===== src/rtl/pad_scan_pkg.sv =====
package pad_scan_pkg;
  localparam int BYTE_W = 8;
  localparam int NIB_W  = 4;

  typedef enum logic [2:0] {
    ST_IDLE,
    ST_OPEN,
    ST_REWIND,
    ST_HI,
    ST_LO
  } scan_st_e;

  // {rewind, select}
  localparam logic [1:0] CTRL_IDLE   = 2'b00;
  localparam logic [1:0] CTRL_SEL    = 2'b01;
  localparam logic [1:0] CTRL_REWIND = 2'b11;
  localparam logic [1:0] CTRL_LOW    = 2'b00;
endpackage


===== src/rtl/pad_scan_seq.sv =====
module pad_scan_seq
  import pad_scan_pkg::*;
#(
  parameter int NUM_PADS   = 5,
  parameter int SETTLE_CYC = 9,
  parameter int IDX_W      = (NUM_PADS > 1) ? $clog2(NUM_PADS) : 1
) (
  input  logic             clk_i,
  input  logic             rst_ni,
  input  logic             start_i,
  output logic [1:0]       ctrl_o,
  output logic             scan_stb_o,
  output logic             hi_stb_o,
  output logic             lo_stb_o,
  output logic             last_o,
  output logic [IDX_W-1:0] idx_o,
  output logic             done_o
);
  localparam int CNT_W = $clog2(SETTLE_CYC + 1);

  scan_st_e         st_q;
  logic [CNT_W-1:0] cnt_q;
  logic [IDX_W-1:0] idx_q;
  logic             done_q;
  logic             tick;

  assign tick       = (cnt_q == CNT_W'(SETTLE_CYC - 1));
  assign last_o     = (idx_q == IDX_W'(NUM_PADS - 1));
  assign scan_stb_o = (st_q == ST_IDLE) && start_i;
  assign hi_stb_o   = (st_q == ST_HI) && tick;
  assign lo_stb_o   = (st_q == ST_LO) && tick;
  assign idx_o      = idx_q;
  assign done_o     = done_q;

  always_comb begin
    unique case (st_q)
      ST_OPEN:   ctrl_o = CTRL_SEL;
      ST_REWIND: ctrl_o = CTRL_REWIND;
      ST_HI:     ctrl_o = CTRL_SEL;
      ST_LO:     ctrl_o = CTRL_LOW;
      default:   ctrl_o = CTRL_IDLE;
    endcase
  end

  always_ff @(posedge clk_i or negedge rst_ni) begin
    if (!rst_ni) begin
      st_q   <= ST_IDLE;
      cnt_q  <= '0;
      idx_q  <= '0;
      done_q <= 1'b0;
    end else begin
      done_q <= lo_stb_o && last_o;
      if (st_q == ST_IDLE) begin
        cnt_q <= '0;
        if (start_i) st_q <= ST_OPEN;
      end else if (!tick) begin
        cnt_q <= cnt_q + CNT_W'(1);
      end else begin
        cnt_q <= '0;
        unique case (st_q)
          ST_OPEN:   st_q <= ST_REWIND;
          ST_REWIND: begin
            st_q  <= ST_HI;
            idx_q <= '0;
          end
          ST_HI:     st_q <= ST_LO;
          ST_LO: begin
            if (last_o) begin
              st_q  <= ST_IDLE;
              idx_q <= '0;
            end else begin
              st_q  <= ST_HI;
              idx_q <= idx_q + IDX_W'(1);
            end
          end
          default:   st_q <= ST_IDLE;
        endcase
      end
    end
  end
endmodule


===== src/rtl/pad_scan_regs.sv =====
module pad_scan_regs
  import pad_scan_pkg::*;
#(
  parameter int NUM_PADS = 5,
  parameter int IDX_W    = (NUM_PADS > 1) ? $clog2(NUM_PADS) : 1
) (
  input  logic                       clk_i,
  input  logic                       rst_ni,
  input  logic [NIB_W-1:0]           port_i,
  input  logic                       hi_stb_i,
  input  logic                       lo_stb_i,
  input  logic [IDX_W-1:0]           idx_i,
  output logic [BYTE_W-1:0]          new_byte_o,
  output logic [BYTE_W-1:0]          new_edge_o,
  output logic [NUM_PADS*BYTE_W-1:0] cur_o,
  output logic [NUM_PADS*BYTE_W-1:0] prev_o,
  output logic [NUM_PADS*BYTE_W-1:0] edge_o
);
  logic [NIB_W-1:0]  hi_q;
  logic [BYTE_W-1:0] cur_sel;

  always_ff @(posedge clk_i or negedge rst_ni) begin
    if (!rst_ni)       hi_q <= '0;
    else if (hi_stb_i) hi_q <= port_i;
  end

  // keys pull low when pressed
  assign new_byte_o = ~{hi_q, port_i};

  always_comb begin
    cur_sel = '0;
    for (int k = 0; k < NUM_PADS; k++)
      if (idx_i == IDX_W'(k)) cur_sel = cur_o[k*BYTE_W +: BYTE_W];
  end

  assign new_edge_o = (new_byte_o ^ cur_sel) & new_byte_o;

  for (genvar g = 0; g < NUM_PADS; g++) begin : g_pad
    logic [BYTE_W-1:0] cur_q, prev_q, edge_q;
    always_ff @(posedge clk_i or negedge rst_ni) begin
      if (!rst_ni) begin
        cur_q  <= '0;
        prev_q <= '0;
        edge_q <= '0;
      end else if (lo_stb_i && idx_i == IDX_W'(g)) begin
        prev_q <= cur_q;
        cur_q  <= new_byte_o;
        edge_q <= new_edge_o;
      end
    end
    assign cur_o[g*BYTE_W +: BYTE_W]  = cur_q;
    assign prev_o[g*BYTE_W +: BYTE_W] = prev_q;
    assign edge_o[g*BYTE_W +: BYTE_W] = edge_q;
  end
endmodule


===== src/rtl/pad_scan_chord.sv =====
module pad_scan_chord
  import pad_scan_pkg::*;
#(
  parameter int          NUM_PADS    = 5,
  parameter int          IDX_W       = (NUM_PADS > 1) ? $clog2(NUM_PADS) : 1,
  parameter logic [7:0]  RST_EN_MASK = 8'h01,
  parameter logic [7:0]  CHORD_NEW   = 8'h04,
  parameter logic [7:0]  CHORD_HELD  = 8'h0C
) (
  input  logic              clk_i,
  input  logic              rst_ni,
  input  logic              scan_stb_i,
  input  logic              lo_stb_i,
  input  logic              last_i,
  input  logic [IDX_W-1:0]  idx_i,
  input  logic [BYTE_W-1:0] new_byte_i,
  input  logic [BYTE_W-1:0] new_edge_i,
  output logic              req_o
);
  logic pad_en, hit, seen_q, req_q;

  always_comb begin
    pad_en = 1'b0;
    for (int k = 0; k < 8; k++)
      if (k < NUM_PADS && idx_i == IDX_W'(k)) pad_en = RST_EN_MASK[k];
  end

  assign hit = lo_stb_i && pad_en && (new_edge_i == CHORD_NEW) && (new_byte_i == CHORD_HELD);

  always_ff @(posedge clk_i or negedge rst_ni) begin
    if (!rst_ni) begin
      seen_q <= 1'b0;
      req_q  <= 1'b0;
    end else begin
      if (scan_stb_i) seen_q <= 1'b0;
      else if (hit)   seen_q <= 1'b1;
      req_q <= lo_stb_i && last_i && (seen_q || hit);
    end
  end

  assign req_o = req_q;
endmodule


===== src/rtl/pad_scan.sv =====
module pad_scan
  import pad_scan_pkg::*;
#(
  parameter int         NUM_PADS    = 5,
  parameter int         SETTLE_CYC  = 9,
  parameter logic [7:0] RST_EN_MASK = 8'h01,
  parameter logic [7:0] CHORD_NEW   = 8'h04,
  parameter logic [7:0] CHORD_HELD  = 8'h0C
) (
  input  logic                       clk_i,
  input  logic                       rst_ni,
  input  logic                       start_i,
  input  logic [3:0]                 port_i,
  output logic [1:0]                 ctrl_o,
  output logic [NUM_PADS*8-1:0]      cur_o,
  output logic [NUM_PADS*8-1:0]      prev_o,
  output logic [NUM_PADS*8-1:0]      edge_o,
  output logic                       done_o,
  output logic                       reset_req_o
);
  localparam int IDX_W = (NUM_PADS > 1) ? $clog2(NUM_PADS) : 1;

  logic              scan_stb, hi_stb, lo_stb, last;
  logic [IDX_W-1:0]  idx;
  logic [BYTE_W-1:0] new_byte, new_edge;

  pad_scan_seq #(
    .NUM_PADS(NUM_PADS), .SETTLE_CYC(SETTLE_CYC), .IDX_W(IDX_W)
  ) i_seq (
    .clk_i(clk_i), .rst_ni(rst_ni), .start_i(start_i), .ctrl_o(ctrl_o),
    .scan_stb_o(scan_stb), .hi_stb_o(hi_stb), .lo_stb_o(lo_stb),
    .last_o(last), .idx_o(idx), .done_o(done_o)
  );

  pad_scan_regs #(
    .NUM_PADS(NUM_PADS), .IDX_W(IDX_W)
  ) i_regs (
    .clk_i(clk_i), .rst_ni(rst_ni), .port_i(port_i), .hi_stb_i(hi_stb),
    .lo_stb_i(lo_stb), .idx_i(idx), .new_byte_o(new_byte), .new_edge_o(new_edge),
    .cur_o(cur_o), .prev_o(prev_o), .edge_o(edge_o)
  );

  pad_scan_chord #(
    .NUM_PADS(NUM_PADS), .IDX_W(IDX_W), .RST_EN_MASK(RST_EN_MASK),
    .CHORD_NEW(CHORD_NEW), .CHORD_HELD(CHORD_HELD)
  ) i_chord (
    .clk_i(clk_i), .rst_ni(rst_ni), .scan_stb_i(scan_stb), .lo_stb_i(lo_stb),
    .last_i(last), .idx_i(idx), .new_byte_i(new_byte), .new_edge_i(new_edge),
    .req_o(reset_req_o)
  );
endmodule


===== config.mk =====
export PLATFORM = sky130hd
export DESIGN_NAME = pad_scan
export DESIGN_NICKNAME = d
export VERILOG_FILES = /design/src/rtl/pad_scan_pkg.sv /design/src/rtl/pad_scan_seq.sv /design/src/rtl/pad_scan_regs.sv /design/src/rtl/pad_scan_chord.sv /design/src/rtl/pad_scan.sv
export SDC_FILE = /design/constraint.sdc
export NUM_CORES = 1
export LEC_CHECK = 0
export ABC_CLOCK_PERIOD_IN_PS = 1700
export BUFFER_PORTS_ARGS = -buffer_cell sky130_fd_sc_hd__buf_4
export CORE_MARGIN = 1
export CORE_UTILIZATION = 38
export DETAILED_ROUTE_END_ITERATION = 8
export HOLD_SLACK_MARGIN = 0.02
export PLACE_DENSITY = 0.6
export SLEW_MARGIN = 40
export SYNTH_ARGS = -nofsm -noshare
export SYNTH_HDL_FRONTEND = slang
export SYNTH_SLANG_ARGS = --single-unit

===== constraint.sdc =====
create_clock -name clk_i -period 1.7 [get_ports clk_i]
set_input_delay 0.085 -clock clk_i [delete_from_list [all_inputs] [get_ports clk_i]]
set_output_delay 0.085 -clock clk_i [all_outputs]
set_load 0.005 [all_outputs]

==> flow_summary.yaml <==
outcome:
  status: "complete, but fails checks"
  violations: "negative setup slack"
sta:
  slew_violations: 0
  fin_ws_ps: -326
  worst_slew_margin_rel: 0.633
  hold_viol: 0
  fmax_mhz: 494
  rsz0062_at_grt: "yes"
  period_share: 1.19
  worstMarginPinSlew_ps: 550
  clock_skew_ps: 8.42
  setup_viol: 124
  hold_slack_ps: 61.1
  post-route-min-period_ps: 2030
floorplanning:
  core_um2: 14600
  start_util: 0.390
  io_pins: 131
  die_w_um: 124
  dieArea_um2: 15500
  die_h_um: 124
  num_rows: 44
cells_and_area:
  nets: 785
  n_antenna_cell: 0
  most-common-layout-cells: "buf_4, dfrtp_1, nand2_1, nand2_2"
  fin_util: 0.694
  syn_to_final_growth_pct: 77.9
  drive_gt1_frac: 0.634
  instances_no_fill: 968
  final_common_cell: "buf_4"
detailed_routing:
  final_antenna_net_count: 0
  drc_errors: 0
  vias: 5202
  viasPerCell: 5.37
  drt_iter0_drc: 223
  wl_mm: 19.7
  post_drt_wl_per_cell_um: 20.4
  dr.pass1.iters: 4
grt:
  grt_pass1_wl_mm: 29.1
  track_usage: 0.245
  antenna_found_initial: 0
  grt_pass1_vias: 5101
  grt_overflow: 0
  grt_max_degree: 45
synth:
  ys_async_sr_fraction: 1.00
  synth_fp_nets: 542
  yosys_register_bits: 137
  netlist-cell-type-count: 53
  synth_ff_type: "dfrtp_1"
  synth_edf_count: 0
  ys_warn_count: 0
  netlist_instances: 528
  syn_avg_cell_area_um2: 10.8
  yosysSeqAreaShare: 0.602
  synth_area_um2: 5700
job:
  drv_cap: 0
placement:
  port-buffer-count: 130
  hpwl_mm: 11.7
  dp.cells: 868
  finalWeightedCongestion: 0.888
pwr:
  vdd_ir_drop_max_v: 0.000641
  p_leak_uw: 0.00480
  p_per_area_nw_per_um2: 722
  p_total_uw: 7320
clock_network:
  htreeDepth: 4
  cts-root-buf: "clkbuf_16"
  cts_sinks: 137
  path_clk_slew_ps: 50
  cts_tree: "built"
  tritoncts.num_buffers: 17
  max-clock-path-buffers: 2
  clock_latency_ps: 430
critical_path:
  end_kind: "register"
  cp-start-kind: "register"
  crit_arrival_ps: 2340
  worstPathRequired_ps: 2010
  cp_max_fo: 5
  worstSetupPathType: "register to register"
min_path:
  hp-class: "primary input to register"
[metrics by stage]
step / TNS, ps / setup WS [ps] / instance area [um2]
2_1_floorplan: -1010 / -67.4 / 5830
3_3_place_gp: -13380 / -359 / 7390
3_5_place_dp: -17710 / -443 / 7390
4_1_cts: -17530 / -281 / 9270
5_1_grt: -28340 / -408 / 10100
6_report: -20600 / -326 / 10100
[critical path, stage by stage (launching register included)]
cell,delay [ps]
dfrtp_1,400
buf_6,130
ha_4,160
ha_4,190
buf_6,120
a221o_1,290
o211ai_1,250
buf_4,200
buf_6,120
o21ai_1,60
[Yosys cell counts, drive strengths merged, types with 2 or more instances]
cell type | count | share of area
clkbuf | 10 | 0.0066
buf | 24 | 0.025
nand3 | 7 | 0.0070
xnor2 | 2 | 0.0031
ha | 7 | 0.015
a221oi | 5 | 0.0077
nor2b | 4 | 0.0048
dfrtp | 137 | 0.60
nand2 | 122 | 0.081
a21oi | 12 | 0.011
and3 | 5 | 0.0055
nor3 | 7 | 0.0081
and2 | 2 | 0.0022
nand4b | 2 | 0.0031
o21ai | 71 | 0.062
nor3b | 2 | 0.0035
nor2 | 19 | 0.013
a2111oi | 5 | 0.0090
mux2 | 33 | 0.067
a2111o | 3 | 0.0059
nand2b | 2 | 0.0022
or3 | 4 | 0.0044
inv | 15 | 0.0099
a31oi | 8 | 0.0088
o31ai | 5 | 0.0066
[layout make-up]
type / count / area (um2)
fillers: 987 / 4460
flip-flops and latches: 137 / 3430
multi-input cells: 342 / 3140
repair buffers: 258 / 2660
clock buffers: 25 / 515
well taps: 184 / 230
clock inverters: 7 / 87.6
inverters: 15 / 61.3
[state kept, by name (all words and copies together), names as in the netlist]
name / flops
i_chord.req_o: 1
i_chord.seen_q: 1
i_regs.g_pad.cur_q: 40
i_regs.g_pad.edge_q: 40
i_regs.g_pad.prev_q: 40
i_regs.hi_q: 4
i_seq.cnt_q: 4
i_seq.done_o: 1
i_seq.idx_o: 3
i_seq.st_q: 3
[what timing repair did]
action / 4_1_cts / 5_1_grt
pin swaps: 28 / 59
buffers inserted: 36 / 16
hold buffers: 4 / 0
hold endpoints to repair: 135 / 0
setup endpoints to repair: 112 / 127
gates cloned: 17 / 4
gates resized for setup: 184 / 197
[worst paths after layout]
check | from | to | slack, ps | cells after the start
min in group asynchronous | rst_ni | i_seq.cnt_q[2]$_DFF_PN0_ | 160 | 2
max reg2reg | i_seq.idx_o[1]$_DFFE_PN0P_ | i_regs.g_pad[4].edge_q[2]$_DFFE_PN0P_ | -330 | 9
max | i_seq.idx_o[1]$_DFFE_PN0P_ | i_regs.g_pad[4].edge_q[2]$_DFFE_PN0P_ | -330 | 9
min | port_i[2] | i_regs.g_pad[0].cur_q[2]$_DFFE_PN0P_ | 60 | 3
max in group asynchronous | rst_ni | i_regs.g_pad[3].edge_q[4]$_DFFE_PN0P_ | 920 | 3
min reg2reg | i_regs.g_pad[0].prev_q[6]$_DFFE_PN0P_ | i_regs.g_pad[0].prev_q[6]$_DFFE_PN0P_ | 470 | 2
[report_power, final]
part	internal, uW	switching, uW	total (uW)
logic	91.2	152	243
registers	3280	38.4	3320
clock network	2380	1370	3750
total	5760	1560	7320
[routing by layer]
metal | GRT usage | part of all wire | vias up
met4 | 0.0801 | 0.030 | 0
met3 | 0.0623 | 0.056 | 47
li1 | - | - | 2326
met2 | 0.394 | 0.50 | 181
met1 | 0.324 | 0.42 | 2648
met5 | 0 | 0 | -
[logic make-up after synthesis]
group / share of synthesized area
buffers and inverters: 0.0413
AOI/OAI and AO/OA: 0.122
and+or+nand+nor: 0.146
DFF: 0.602
muxes: 0.0690
adders and majority gates: 0.0154
xor gates and xnor gates: 0.00461
(Power assumes the default switching activity.)
